## config.mk

```make
export PLATFORM = sky130hd
export DESIGN_NAME = ptw_walker
export DESIGN_NICKNAME = d
export VERILOG_FILES = /design/src/rtl/ptw_pkg.sv /design/src/rtl/ptw_addr_gen.sv /design/src/rtl/ptw_leaf_eval.sv /design/src/rtl/ptw_walker.sv
export SDC_FILE = /design/constraint.sdc
export NUM_CORES = 1
export LEC_CHECK = 0
export BUFFER_PORTS_ARGS = -buffer_cell sky130_fd_sc_hd__buf_2
export CORE_MARGIN = 2
export CORE_UTILIZATION = 45
export DETAILED_ROUTE_END_ITERATION = 10
export HOLD_SLACK_MARGIN = 0.06
export MAX_ROUTING_LAYER = met4
export PLACE_DENSITY = 0.83
export SYNTH_ARGS = -nofsm -noshare
export SYNTH_HDL_FRONTEND = slang
export SYNTH_SLANG_ARGS = --single-unit
```

## constraint.sdc

```tcl
create_clock -name clk -period 2.3 [get_ports clk]
set_input_delay 0.23 -clock clk [delete_from_list [all_inputs] [get_ports clk]]
set_output_delay 0.23 -clock clk [all_outputs]
set_load 0.05 [all_outputs]
```

## src/rtl/ptw_pkg.sv

```systemverilog
package ptw_pkg;

  localparam int PTW_AW = 32;

  localparam int BIT_VALID = 0;
  localparam int BIT_RD    = 1;
  localparam int BIT_WR    = 2;
  localparam int BIT_EX    = 3;
  localparam int BIT_REF   = 4;
  localparam int BIT_MOD   = 5;
  localparam int ATTR_W    = 7;

  typedef enum logic [1:0] {
    ACC_READ  = 2'd0,
    ACC_WRITE = 2'd1,
    ACC_EXEC  = 2'd2,
    ACC_RSVD  = 2'd3
  } acc_e;

  typedef enum logic [1:0] {
    FLT_NONE   = 2'd0,
    FLT_ABSENT = 2'd1,
    FLT_PROT   = 2'd2
  } flt_e;

  typedef enum logic [2:0] {
    ST_IDLE,
    ST_READ_DIR,
    ST_READ_PTE,
    ST_WRITEBACK,
    ST_DONE
  } walk_st_e;

  // entries are 4 bytes wide
  function automatic logic [PTW_AW-1:0] entry_addr(input logic [PTW_AW-1:0] base,
                                                   input logic [PTW_AW-1:0] idx);
    return base + (idx << 2);
  endfunction

  function automatic logic perm_ok(input logic [PTW_AW-1:0] ent, input acc_e acc);
    logic ok;
    case (acc)
      ACC_READ:  ok = ent[BIT_RD];
      ACC_WRITE: ok = ent[BIT_WR];
      ACC_EXEC:  ok = ent[BIT_EX];
      default:   ok = 1'b0;
    endcase
    return ok;
  endfunction

  function automatic logic [PTW_AW-1:0] mark_entry(input logic [PTW_AW-1:0] ent,
                                                   input acc_e acc);
    logic [PTW_AW-1:0] e;
    e = ent;
    e[BIT_REF] = 1'b1;
    if (acc == ACC_WRITE) e[BIT_MOD] = 1'b1;
    return e;
  endfunction

endpackage

```

## src/rtl/ptw_addr_gen.sv

```systemverilog
module ptw_addr_gen
  import ptw_pkg::*;
#(
  parameter int DIR_BITS = 10,
  parameter int TBL_BITS = 10
) (
  input  logic [PTW_AW-1:0]          vaddr,
  input  logic [PTW_AW-1:0]          root_base,
  input  logic [DIR_BITS+TBL_BITS-1:0] tbl_base,
  output logic [PTW_AW-1:0]          dir_addr,
  output logic [PTW_AW-1:0]          pte_addr
);
  localparam int OFF_BITS = PTW_AW - DIR_BITS - TBL_BITS;

  logic [PTW_AW-1:0] dir_idx;
  logic [PTW_AW-1:0] tbl_idx;
  logic [PTW_AW-1:0] tbl_base_full;

  assign dir_idx       = PTW_AW'(vaddr[PTW_AW-1 -: DIR_BITS]);
  assign tbl_idx       = PTW_AW'(vaddr[OFF_BITS +: TBL_BITS]);
  assign tbl_base_full = {tbl_base, {OFF_BITS{1'b0}}};

  assign dir_addr = entry_addr(root_base, dir_idx);
  assign pte_addr = entry_addr(tbl_base_full, tbl_idx);
endmodule

```

## src/rtl/ptw_leaf_eval.sv

```systemverilog
module ptw_leaf_eval
  import ptw_pkg::*;
(
  input  logic [PTW_AW-1:0] pte,
  input  acc_e              acc,
  output flt_e              fault,
  output logic [PTW_AW-1:0] upd_entry,
  output logic              need_wb
);
  always_comb begin
    upd_entry = mark_entry(pte, acc);
    if (!pte[BIT_VALID])          fault = FLT_ABSENT;
    else if (!perm_ok(pte, acc))  fault = FLT_PROT;
    else                          fault = FLT_NONE;
    need_wb = (upd_entry != pte);
  end
endmodule

```

## src/rtl/ptw_walker.sv

```systemverilog
module ptw_walker
  import ptw_pkg::*;
#(
  parameter int DIR_BITS = 10,
  parameter int TBL_BITS = 10
) (
  input  logic                clk,
  input  logic                rst_n,
  input  logic                req_valid,
  output logic                req_ready,
  input  logic [31:0]         req_vaddr,
  input  logic [1:0]          req_acc,
  input  logic [31:0]         root_base,
  output logic                mem_req_valid,
  input  logic                mem_req_ready,
  output logic                mem_req_write,
  output logic [31:0]         mem_req_addr,
  output logic [31:0]         mem_req_wdata,
  input  logic                mem_rsp_valid,
  input  logic [31:0]         mem_rsp_rdata,
  output logic                rsp_valid,
  output logic [31:0]         rsp_paddr,
  output logic [6:0]          rsp_attr,
  output logic [1:0]          rsp_fault
);
  localparam int OFF_BITS = PTW_AW - DIR_BITS - TBL_BITS;
  localparam int PPN_BITS = DIR_BITS + TBL_BITS;

  walk_st_e              state_q;
  logic [PTW_AW-1:0]     vaddr_q;
  logic [PTW_AW-1:0]     root_q;
  acc_e                  acc_q;
  logic [PPN_BITS-1:0]   tbl_base_q;
  logic                  issued_q;
  flt_e                  fault_q;
  logic [PTW_AW-1:0]     paddr_q;
  logic [ATTR_W-1:0]     attr_q;
  logic [PTW_AW-1:0]     wb_entry_q;

  logic [PTW_AW-1:0]     dir_addr;
  logic [PTW_AW-1:0]     pte_addr;
  flt_e                  leaf_fault;
  logic [PTW_AW-1:0]     leaf_upd;
  logic                  leaf_need_wb;

  // named events for the checker
  logic                  mem_hs;
  logic                  mem_done;
  logic [OFF_BITS-1:0]   walk_off;

  assign mem_hs   = mem_req_valid && mem_req_ready;
  assign mem_done = issued_q && mem_rsp_valid;
  assign walk_off = vaddr_q[OFF_BITS-1:0];

  ptw_addr_gen #(.DIR_BITS(DIR_BITS), .TBL_BITS(TBL_BITS)) u_addr (
    .vaddr     (vaddr_q),
    .root_base (root_q),
    .tbl_base  (tbl_base_q),
    .dir_addr  (dir_addr),
    .pte_addr  (pte_addr)
  );

  ptw_leaf_eval u_leaf (
    .pte       (mem_rsp_rdata),
    .acc       (acc_q),
    .fault     (leaf_fault),
    .upd_entry (leaf_upd),
    .need_wb   (leaf_need_wb)
  );

  always_comb begin
    req_ready     = (state_q == ST_IDLE);
    mem_req_valid = 1'b0;
    mem_req_write = 1'b0;
    mem_req_addr  = '0;
    mem_req_wdata = '0;
    case (state_q)
      ST_READ_DIR: begin
        mem_req_valid = !issued_q;
        mem_req_addr  = dir_addr;
      end
      ST_READ_PTE: begin
        mem_req_valid = !issued_q;
        mem_req_addr  = pte_addr;
      end
      ST_WRITEBACK: begin
        mem_req_valid = !issued_q;
        mem_req_write = 1'b1;
        mem_req_addr  = pte_addr;
        mem_req_wdata = wb_entry_q;
      end
      default: ;
    endcase
    rsp_valid = (state_q == ST_DONE);
    rsp_paddr = paddr_q;
    rsp_attr  = attr_q;
    rsp_fault = fault_q;
  end

  always_ff @(posedge clk) begin
    if (!rst_n) begin
      state_q    <= ST_IDLE;
      vaddr_q    <= '0;
      root_q     <= '0;
      acc_q      <= ACC_READ;
      tbl_base_q <= '0;
      issued_q   <= 1'b0;
      fault_q    <= FLT_NONE;
      paddr_q    <= '0;
      attr_q     <= '0;
      wb_entry_q <= '0;
    end else begin
      if (mem_hs) issued_q <= 1'b1;
      case (state_q)
        ST_IDLE: begin
          if (req_valid) begin
            vaddr_q  <= req_vaddr;
            root_q   <= root_base;
            acc_q    <= acc_e'(req_acc);
            issued_q <= 1'b0;
            fault_q  <= FLT_NONE;
            paddr_q  <= '0;
            attr_q   <= '0;
            state_q  <= ST_READ_DIR;
          end
        end
        ST_READ_DIR: begin
          if (mem_done) begin
            issued_q   <= 1'b0;
            tbl_base_q <= mem_rsp_rdata[PTW_AW-1:OFF_BITS];
            if (!mem_rsp_rdata[BIT_VALID]) begin
              fault_q <= FLT_ABSENT;
              state_q <= ST_DONE;
            end else begin
              state_q <= ST_READ_PTE;
            end
          end
        end
        ST_READ_PTE: begin
          if (mem_done) begin
            issued_q <= 1'b0;
            if (leaf_fault != FLT_NONE) begin
              fault_q <= leaf_fault;
              state_q <= ST_DONE;
            end else begin
              paddr_q    <= {mem_rsp_rdata[PTW_AW-1:OFF_BITS], walk_off};
              attr_q     <= leaf_upd[ATTR_W-1:0];
              wb_entry_q <= leaf_upd;
              state_q    <= leaf_need_wb ? ST_WRITEBACK : ST_DONE;
            end
          end
        end
        ST_WRITEBACK: begin
          if (mem_done) begin
            issued_q <= 1'b0;
            state_q  <= ST_DONE;
          end
        end
        default: state_q <= ST_IDLE;
      endcase
    end
  end
endmodule

```

==> Word-level counts from Yosys, hierarchy flattened <==
Cells that the tools add are included.
{ "word_totals": {"reg_bits": 163, "wordCells": 78, "mem_bits_ro": 0, "mem_count": 0, "in_bits": 103, "ram_bits": 0, "out_inout_bits": 109, "latch_bits": 0} }
{ "classes": {"mux": 35, "add_sub_neg": 2, "eq_ne": 14, "n_lt_le_gt_ge": 0, "reduce_logical": 16, "bitwise": 1, "n_div": 0, "n_mul": 0, "n_shift": 0} }
{ "op_table": {"columns": ["operator", "count"], "rows": [
  ["32-bit 2-to-1 mux", 4],
  ["32-bit one-hot mux with 2 select lines", 2],
  ["32-bit by 12-bit adder with 32-bit output", 2],
  ["3-bit 2-to-1 mux", 7],
  ["7-bit 2-to-1 mux", 3],
  ["2-bit 2-to-1 mux", 7],
  ["2-bit inequality test, second input constant", 7],
  ["7-bit one-hot mux with 2 select lines", 1],
  ["3-bit one-hot mux with 4 select lines", 1],
  ["4-bit AND reduction", 2],
  ["1-bit 2-to-1 mux", 7],
  ["3-bit by 2-bit == test with 1-bit output, second input constant", 2],
  ["2-bit one-hot mux with 3 select lines", 1],
  ["6-bit AND reduction", 1],
  ["2-bit AND reduction", 2],
  ["2-bit nonzero test", 2],
  ["3-bit by 1-bit == test with 1-bit output, second input constant", 1],
  ["3-bit == test, second input constant", 1],
  ["3-bit logical NOT", 1],
  ["1-bit one-hot mux with 3 select lines", 1],
  ["3-bit AND reduction", 1],
  ["3-bit nonzero test", 1],
  ["3-bit OR reduction", 1],
  ["2-bit by 1-bit == test with 1-bit output, second input constant", 1],
  ["other kinds (8)", 9]
]} }

==> Depth between registers and ports, before layout <==
{ "depth": {"depth_word": 9, "mapped_depth": 8, "depth_no_buf": 7} }

==> Modules after synthesis <==
From an unflattened synthesis, not the netlist that was laid out.
{ "unflattened": {"cells_unflattened": 929, "hier_area_um2": 7602.3} }
{ "by_module_without_submodules": {"columns": ["module", "instances", "area_per_inst_um2", "cells_each", "seq_area_each_um2"], "rows": [
  ["ptw_walker", 1, 6193.4, 736, 3263.1],
  ["ptw_addr_gen", 1, 1123.6, 154, 0.0],
  ["ptw_leaf_eval", 1, 285.3, 39, 0.0]
]} }

==> Worst setup path before layout <==
No wires, ideal clock.
{ "synth_timing": {"path_type": "register to output", "start": "register root_q[5]", "end": "output port mem_req_addr[11]", "t_arrival_ns": 3.082, "stages_incl_launch_ff": 8, "n_path_buf": 2, "setup_slack_ns": -1.012, "cell_sequence": "dfxtp_1 -> ha_1 -> a21o_1 -> a21oi_2 -> a21oi_1 -> clkbuf_2 -> buf_2 -> o41ai_1"} }
{ "synth_between": {"elab_chain_cells": 2} }
{ "synth_rtl": {"columns": ["element", "line", "rtl"], "rows": [
  ["start: declaration", "ptw_walker.sv:31", "logic [PTW_AW-1:0] root_q;"],
  ["start signal: assignment", "ptw_walker.sv:118", "root_q <= root_base;"],
  ["32-bit by 12-bit adder with 32-bit output", "ptw_pkg.sv:37", "return base + (idx << 2);"],
  ["32-bit one-hot mux with 2 select lines", "ptw_walker.sv:77", "case (state_q)"],
  ["end: declaration", "ptw_walker.sv:17", "output logic [31:0] mem_req_addr,"]
]} }
No other way between the ends.

==> Worst setup path after layout <==
{ "layout_timing": {"start": "register root_q[2]", "end": "output port mem_req_addr[26]"} }
Same word-level chain as after synthesis.

==> out/metrics.yaml <==
grt:
  grt_pass1_wl_um: 41500
  antenna_found_initial: 2
  grt_max_degree: 69
  grtUsageTotal_pct: 30.0
  overflow: 0
  grt_pass1_vias: 8371
placed_design:
  dp.final_hpwl_um: 16600
  port_buffers: 211
  gp_congestion: 0.948
  placed_area_um2: 9140
  dp.cells: 1392
route:
  drc: 0
  postRouteAntennaNets: 0
  drtIter0Drc: 840
  vias: 8667
  vias_per_cell: 5.75
  firstDrtPassIters: 6
  wire_per_inst_um: 18.2
  routed_wl_um: 27400
power:
  p_leak_nw: 4.82
  powerDensity_nw_per_um2: 635
  worst_ir_drop_vdd_mv: 0.536
  power_w: 0.00721
yosys:
  async_flop_share_pct: 0
  synthCells: 994
  syn_nets: 1108
  netlist_top_cells_count: "277 x nand2_1, 165 x a21oi_1, 163 x dfxtp_1"
  synth_edf_count: 0
  yosysTopAreaCell: "dfxtp_1"
  yosysSeqAreaShare_pct: 43.3
  yosys-top-cells-area: "dfxtp_1 43%, nand2_1 14%, a21oi_1 11%"
  yosysWarningCount: 0
  synth-main-ff-cell: "dfxtp_1"
  yosysMostFrequentCell: "nand2_1"
  yosys_register_bits: 163
  netlist-cell-type-count: 62
  synth.top_cell.area_share_pct: 43.3
  syn-cell-area_um2: 7530
  synth_area_per_cell_um2: 7.58
die:
  rows: 47
  die_y_um: 133
  start_util_pct: 45.7
  die_w_um: 133
  dieArea_um2: 17800
  core_area_um2: 16500
  pin_count: 212
timing:
  max_slew.worst_pin.slew_ns: 0.547
  fin_crit_sh_pct: 125
  fin_setup_tns_ns: -12.47
  holdWs_ns: 0.0671
  fmax_mhz: 347
  period_needed_ns: 2.88
  postLayoutSetupSlackWorst_ns: -0.583
  drv_slew: 0
  finalClockSkew_ns: 0.00913
  setup_violations: 28
  slew_headroom_pct: 63.2
  rsz0062_at_grt: "true"
  finalHoldViolCount: 0
worst_setup_path:
  rr_startpoint: "state_q[1]"
  critPathArrivalTime_ns: 2.65
  r2r_slack_ns: 0.18
  critical_path_peak_fanout: 8
  critPathRequiredTime_ns: 2.07
  cp-start-kind: "flop"
  reg2reg_depth: 8
  cp-end-kind: "output port"
  critPathKind: "reg2out"
  r2r_end: "rsp_attr[5]"
min_path:
  worstHoldPathCells: 3
  worstHoldEndpoint: "tbl_base_q[17]"
  hp-class: "in2reg"
  hold_path_startpoint: "mem_rsp_rdata[29]"
finish:
  syn2layout_area_growth_pct: 50.7
  fin_area_um2: 11300
  nNetsFinal: 1385
  drive_gt1_share_pct: 31.1
  fin_cells: 1506
clock_network:
  clk_pin_slew_ns: 0.06
  cts-buffers-inserted: 17
  cts_tree: "yes"
  clk_latency_ns: 0.43
  cts.path.max_buffers: 2
  htreeDepth: 4
  cts_sinks: 163
  cts_root_buf: "clkbuf_16"
outcome:
  outcome: "finished, violations left"
  violations: "setup timing"
job:
  maxCapViolCount: 0
[worst max path at each step]
stage              start                to  slack [ns]
2_1_floorplan  root_q[2]  mem_req_addr[26]       -0.41
3_3_place_gp   root_q[2]  mem_req_addr[30]       -0.15
3_5_place_dp   root_q[2]  mem_req_addr[26]       -0.21
4_1_cts        root_q[2]  mem_req_addr[26]       -0.62
5_1_grt        root_q[2]  mem_req_addr[26]       -0.67
6_report       root_q[2]  mem_req_addr[26]       -0.58
[sequential cells by signal (all words and copies together), names as in the netlist]
name and count:
acc_q 2, issued_q 1, root_q 32, rsp_attr 7, rsp_fault 2, rsp_paddr 32
state_q 3, tbl_base_q 20, vaddr_q 32, wb_entry_q 32
[where the power goes]
group / switching (W) / leakage (nW) / internal, W
clock network: 0.00127 / 0.321 / 0.00189
registers: 0.0000731 / 1.33 / 0.00290
logic: 0.000635 / 3.17 / 0.000442
[per-layer routing]
metal  track usage (%)  vias up  wire length [um]
met1              35.0     4039             10500
met5                 -        -                 0
met4              15.7        0              1190
met2              48.8      472             13500
li1                  -     4051                 -
met3              6.24      105              2200
[repair_timing]
action,4_1_cts,5_1_grt
setup endpoints to repair,51,87
pin swaps,36,23
setup buffers,13,5
cloned,3,1
gates resized for setup,135,32
hold endpoints to repair,63,1
hold buffers,63,1
[through the flow]
step	setup WS [ns]	util, %
4_1_cts	-0.621	67.9
2_1_floorplan	-0.414	-
3_3_place_gp	-0.155	55.5
5_1_grt	-0.673	68.9
6_report	-0.583	68.9
3_5_place_dp	-0.211	55.5
[layout by cell type, fill, tap and decap left out, types with 5 or more instances in the layout]
cell           instances
nand2_1              274
buf_2                181
a21oi_1              161
dfxtp_1              154
dlygate4sd3_1         64
o21ai_0               45
buf_4                 42
and3_1                33
buf_6                 25
nor2_1                19
clkbuf_16             18
nand3_1               17
nand3_2               14
a32oi_1               14
buf_8                 14
nor3_1                13
or4_4                 11
buf_12                11
o211ai_1              10
nand4_1                9
dfxtp_2                9
a21o_1                 7
o31ai_4                7
nand3_4                6
and2_1                 6
ha_4                   6
inv_6                  6
inv_1                  5
nand2b_1               5
[cells by family (layout without fill, tap and decap cells)]
logic type / count (synthesis) / count (layout) / synth area share [%]
AOI/OAI and AO/OA: 292 / 292 / 23.0
and+or+nand+nor: 433 / 433 / 25.9
adders and majority gates: 11 / 11 / 1.93
DFF: 163 / 163 / 43.3
buffers and inverters: 89 / 379 / 5.10
other: 0 / 2 / 0
xor gates and xnor gates: 3 / 3 / 0.349
muxes: 3 / 3 / 0.415
[area by class of cell]
cell class                      count  area [um2]
Antenna cell                        2        5.00
Clock buffer                       18         439
Clock inverter                     14         213
Fill cell                        1236        5120
Inverter                            6        25.0
Multi-Input combinational cell    742        4450
Sequential cell                   163        3270
Tap cell                          220         275
Timing Repair Buffer              341        2670
[critical path, stage by stage (launching register included)]
cell	delay [ns]
dfxtp_2	0.33
ha_4	0.16
fa_2	0.37
a211oi_4	0.24
o21ai_2	0.12
buf_6	0.15
a211o_1	0.29
buf_6	0.16
nand3_1	0.07
o211ai_1	0.11
buf_4	0.21
Power figures use the tool's default switching activity.
